## src/rtl/cfg_byte_loader.sv

```systemverilog
module cfg_byte_loader #(
  parameter int PROG_LOW_CYC = 50,
  parameter int SETTLE_CYC   = 300,
  parameter int STROBE_CYC   = 2,
  parameter int INIT_TMO_CYC = 1000000,
  parameter int CNT_W        = 24,
  parameter int DATA_W       = 8
) (
  input  logic              clk,
  input  logic              rst_n,
  input  logic              start,
  input  logic [CNT_W-1:0]  byte_total,
  input  logic [DATA_W-1:0] in_data,
  input  logic              in_valid,
  output logic              in_ready,
  output logic              prog_n,
  output logic              cs_n,
  output logic              wr_n,
  output logic [DATA_W-1:0] cfg_d,
  input  logic              tgt_init,
  input  logic              tgt_rdy,
  output logic              busy,
  output logic              done,
  output logic              err,
  output logic              tmo
);

  localparam int TA   = PROG_LOW_CYC > SETTLE_CYC ? PROG_LOW_CYC : SETTLE_CYC;
  localparam int TB   = STROBE_CYC > INIT_TMO_CYC ? STROBE_CYC : INIT_TMO_CYC;
  localparam int TMAX = TA > TB ? TA : TB;
  localparam int TW   = $clog2(TMAX + 1);

  typedef enum logic [3:0] {
    S_IDLE, S_PROG, S_WINIT, S_SETTLE, S_WRITE,
    S_SETUP, S_STROBE, S_HOLD, S_WRDY, S_DONE, S_ERR
  } st_t;

  st_t               st;
  logic [TW-1:0]     tmr;
  logic [CNT_W-1:0]  cnt, total_r;
  logic [DATA_W-1:0] dreg;
  logic [1:0]        init_q, rdy_q;
  logic              seen_low, err_r, tmo_r;
  logic              init_s, rdy_s, last_byte;

  assign init_s    = init_q[1];
  assign rdy_s     = rdy_q[1];
  assign last_byte = (cnt == total_r);

  always_ff @(posedge clk or negedge rst_n) begin
    if (!rst_n) begin
      init_q <= 2'b00;
      rdy_q  <= 2'b00;
    end else begin
      init_q <= {init_q[0], tgt_init};
      rdy_q  <= {rdy_q[0], tgt_rdy};
    end
  end

  always_ff @(posedge clk or negedge rst_n) begin
    if (!rst_n) begin
      st       <= S_IDLE;
      tmr      <= '0;
      cnt      <= '0;
      total_r  <= '0;
      dreg     <= '0;
      seen_low <= 1'b0;
      err_r    <= 1'b0;
      tmo_r    <= 1'b0;
    end else begin
      case (st)
        S_IDLE, S_DONE, S_ERR: begin
          if (start) begin
            st       <= S_PROG;
            tmr      <= '0;
            cnt      <= '0;
            total_r  <= byte_total;
            seen_low <= 1'b0;
            err_r    <= 1'b0;
            tmo_r    <= 1'b0;
          end
        end
        S_PROG: begin
          if (!init_s) seen_low <= 1'b1;
          if (tmr == TW'(PROG_LOW_CYC - 1)) begin
            st  <= S_WINIT;
            tmr <= '0;
          end else begin
            tmr <= tmr + TW'(1);
          end
        end
        S_WINIT: begin
          if (!init_s) seen_low <= 1'b1;
          if (init_s && seen_low) begin
            st  <= S_SETTLE;
            tmr <= '0;
          end else if (tmr == TW'(INIT_TMO_CYC - 1)) begin
            st    <= S_ERR;
            err_r <= 1'b1;
            tmo_r <= 1'b1;
          end else begin
            tmr <= tmr + TW'(1);
          end
        end
        default: begin
          if (!init_s) begin
            st    <= S_ERR;
            err_r <= 1'b1;
          end else begin
            case (st)
              S_SETTLE: begin
                if (tmr == TW'(SETTLE_CYC - 1)) st <= last_byte ? S_DONE : S_WRITE;
                else tmr <= tmr + TW'(1);
              end
              S_WRITE: begin
                if (in_valid && in_ready) begin
                  dreg <= in_data;
                  st   <= S_SETUP;
                end
              end
              S_SETUP: begin
                st  <= S_STROBE;
                tmr <= '0;
              end
              S_STROBE: begin
                if (tmr == TW'(STROBE_CYC - 1)) st <= S_HOLD;
                else tmr <= tmr + TW'(1);
              end
              S_HOLD: begin
                cnt <= cnt + CNT_W'(1);
                st  <= S_WRDY;
              end
              S_WRDY: begin
                if (rdy_s) st <= last_byte ? S_DONE : S_WRITE;
              end
              default: st <= S_IDLE;
            endcase
          end
        end
      endcase
    end
  end

  assign in_ready = (st == S_WRITE) && rdy_s && init_s;
  assign prog_n   = (st != S_PROG);
  assign wr_n     = (st != S_STROBE);
  assign cs_n     = !((st == S_SETUP) || (st == S_STROBE) || (st == S_HOLD));
  assign cfg_d    = dreg;
  assign busy     = !((st == S_IDLE) || (st == S_DONE) || (st == S_ERR));
  assign done     = (st == S_DONE);
  assign err      = err_r;
  assign tmo      = tmo_r;

endmodule

```

## config.mk

```make
export PLATFORM = sky130hd
export DESIGN_NAME = cfg_byte_loader
export DESIGN_NICKNAME = d
export VERILOG_FILES = /design/src/rtl/cfg_byte_loader.sv
export SDC_FILE = /design/constraint.sdc
export NUM_CORES = 1
export LEC_CHECK = 0
export BUFFER_PORTS_ARGS = -buffer_cell sky130_fd_sc_hd__buf_4
export CAP_MARGIN = 5
export CORE_UTILIZATION = 50
export DETAILED_ROUTE_END_ITERATION = 12
export GPL_TIMING_DRIVEN = 1
export PLACE_DENSITY = 0.66
export SYNTH_ARGS = -nofsm -noshare
export SYNTH_HDL_FRONTEND = slang
export SYNTH_SLANG_ARGS = --single-unit
```

## constraint.sdc

```tcl
create_clock -name clk -period 3.6 [get_ports clk]
set_clock_uncertainty 0.05 [all_clocks]
set_input_delay 0.72 -clock clk [delete_from_list [all_inputs] [get_ports clk]]
set_output_delay 0.72 -clock clk [all_outputs]
set_load 0.02 [all_outputs]
```

==> metrics.md <==
| Metric | Value |
|---|---|
| Yosys warns | 0 |
| Die width | 100 um |
| Worst Tran Pin Value | 0.924 ns |
| I/O pin count | between 50 and 60 |
| Via-per-instance ratio | 5.58 |
| FF+latch count, synth | slightly below 90 |
| DRC errors left | 0 |
| Power Density | 637 nW/um^2 |
| Met1 usage | between 30% and 40% |
| # resized after CTS | 0 |
| WP data required | 3.83 ns |
| Clock tree from TritonCTS | done |
| Ys async rst share | 100% |
| VDD IR max | 0.330 mV |
| Cell with the most instances after synthesis | nand2_1 |
| LEAKAGE | between 2 and 3 nW |
| Fin nets | ~630 |
| Worst hold slack | a little over 0.3 ns |
| Global-route wire length before repair | 19500 um |
| Origin of the critical flop-to-flop path | st[1]$_DFFE_PN0P_ |
| Reg2Reg Depth | 6 |
| Clock Sink Count | 87 |
| Die ar. | 10000 um^2 |
| R2R setup slack | 0.55 ns |
| Critical Setup Path Class | flip-flop to flip-flop |
| Worst-path clk slew | 0.09 ns |
| Met2 Track Usage GR | 41.3% |
| Max-slew headroom | 38.3% |
| Critical Path End | cnt[23]$_DFFE_PN0P_ |
| CP Data Arrival Time | 3.28 ns |
| Iteration-0 DRC Markers | approximately 230 |
| Leading area contributor after synthesis | dfrtp_1 |
| Hold Buf Count CTS | 0 |
| Synth cell count leaders | nand2_1, dfrtp_1, nor2_1 |
| Area of the core | 9280 um^2 |
| Share of the synthesized area in the top cell type | 45.1% |
| Initial Util | 52.0% |
| Crit end category | flip-flop |
| Syn_area_per_cell | 9.00 um^2 |
| Pint | 0.00204 W |
| Setup crit start | st[1]$_DFFE_PN0P_ |
| Sw Share | approximately 42% |
| Period utilization | about 85% |
| Largest net degree at the start of global routing | 88 |
| Clock Latency Late Sink | 0.36 ns |
| Outcome | finished clean |
| Final setup viols | 0 |
| Fin. Hold Viols | 0 |
| Overflow after GRT | 0 |
| Max_cap viols | 0 |
| Fin Setup TNS | 0 ns |
| Antenna fix cells | 0 |
| Share of layout cells above drive strength 1 | between 10% and 20% |
| Area contributors post-synth | dfrtp_1, nand2_1, xnor2_1 |
| Most crowded layer after global routing | met2 |
| Main synth FF type | dfrtp_1 |
| Vias in the first global route | roughly 4k |
| Met3 usage | 3.06% |
| Min Tclk post-route | 3.05 ns |
| Routed wire length | between 10000 and 15000 um |
| Buffers on Ports | 53 |
| H-tree levels | 3 |
| Fmax | 0.328 GHz |
| Startpoint types | flip-flop |
| CTS root buf | clkbuf_8 |
| Row Count | 35 |
| Area Overhead vs Synth | 15.0% |
| EDFF count, synth | 0 |
| Final slew viol count | 0 |
| Cells after Synth | 536 |
| Hold crit path type | primary input to asynchronous set/reset pin |
| Iteration count of the initial detailed-routing pass | 4 |
| Share of total power in sequential cells | 39.0% |
| GR Util All Layers | 24.6% |
| Vias post-DR | 4014 |
| Dpl hpwl | 7950 um |
| Setup Fix Bufs, Post-CTS | 0 |
| Comb pwr share | 42.7% |
| NetSw | 0.00149 W |
| Register area share after synthesis | 45.1% |
| Critical R2R Capture | cnt[23]$_DFFE_PN0P_ |
| Wire length per cell | 15.7 um |
| RSZ-0062 raised after global routing | false |
| Initial antenna violation count | 0 |
| Power, Total | 0.00353 W |
| ANT nets after route | 0 |
| Count of different cell masters after synthesis | 60 |
| CTS Buf Count | 9 |
| Bufs on Longest Clock Path | 2 |
| Die height | 100 um |
| Clock power share | 18.2% |
| Mapped Nets | 577 |
| Post-synthesis cell area | about 4800 um^2 |
| Final RePlAce weighted congestion | 0.930 |
| CP max FO | 19 |
-- cells by family after synthesis --
group                    Yosys count  share of synthesized area, %
XOR/XNOR                          42                          7.63
buffers and inverters             40                          3.42
multiplexers                      10                          2.33
AND/OR/NAND/NOR                  265                          27.3
flip-flops                        87                          45.1
AO/OA/AOI/OAI                     89                          13.4
adder cells (fa/ha/maj)            3                         0.778
-- worst min-delay path by stage --
stage | startpoint | end | slack, ns
6_report | rst_n | st[1]$_DFFE_PN0P_ | 0.31
5_1_grt | init_q[0]$_DFF_PN0_ | init_q[1]$_DFF_PN0_ | 0.33
4_1_cts | rdy_q[0]$_DFF_PN0_ | rdy_q[1]$_DFF_PN0_ | 0.32
3_5_place_dp | rdy_q[0]$_DFF_PN0_ | rdy_q[1]$_DFF_PN0_ | 0.30
3_3_place_gp | init_q[0]$_DFF_PN0_ | init_q[1]$_DFF_PN0_ | 0.29
2_1_floorplan | init_q[0]$_DFF_PN0_ | init_q[1]$_DFF_PN0_ | 0.28
-- state kept, by name, indices dropped and copies added, names as in the netlist --
name	count
tmr	20
err	1
seen_low	1
cnt	24
init_q	2
cfg_d	8
total_r	24
rdy_q	2
tmo	1
st	4
-- critical path: stages, from the launching register on --
cell and delay, ns:
dfrtp_1 0.58, xor2_1 0.25, or4b_1 0.67, a2111oi_4 0.59, nand3_2 0.18, or4_1 0.49
a21oi_1 0.15
-- metal layers --
layer | up-vias | share of wire [%] | routed length, um
met3 | 11 | 4.4 | 499
met5 | - | 0 | 0
li1 | 1983 | - | -
met1 | 1911 | 45 | 5130
met2 | 109 | 49 | 5560
met4 | 0 | 1.1 | 121
-- power by group through the flow --
| stage | Combinational, W | Clock, W | Sequential [W] |
|---|---|---|---|
| 6_report | 0.00151 | 0.000644 | 0.00138 |
| 5_1_grt | 0.00171 | 0.000704 | 0.00141 |
| 4_1_cts | 0.00152 | 0.000658 | 0.00138 |
| 3_5_place_dp | 0.00151 | 0 | 0.00140 |
| 3_3_place_gp | 0.00150 | 0 | 0.00139 |
| 2_1_floorplan | 0.00116 | 0 | 0.00130 |
-- layout make-up --
type / count / area (um^2)
Timing Repair Buffer: 64 / 493
Multi-Input combinational cell: 409 / 2480
Clock inverter: 6 / 45.0
Sequential cell: 87 / 2180
Fill cell: 824 / 3740
Inverter: 14 / 52.6
Clock buffer: 10 / 138
Tap cell: 129 / 161
-- metrics by stage --
stage          instances  utilization (%)  instance area, um^2  worst slack [ns]
3_3_place_gp         703             57.8                 5370             0.635
6_report             719             59.8                 5550             0.552
3_5_place_dp         703             57.8                 5370             0.587
5_1_grt              719             59.8                 5550             0.307
4_1_cts              719             59.8                 5550             0.568
2_1_floorplan        536                -                 4820             0.950
-- layout by cell type (no fill, tap or decap), drive strengths merged, types with 14 or more instances in the layout --
cell,netlist,layout
nand2,100,100
inv,13,14
nand4,19,19
xnor2,31,31
nand3,24,24
nor2,37,37
buf,10,64
a22o,18,18
o21ai,31,31
dfrtp,87,87
Power figures use the tool's default switching activity.
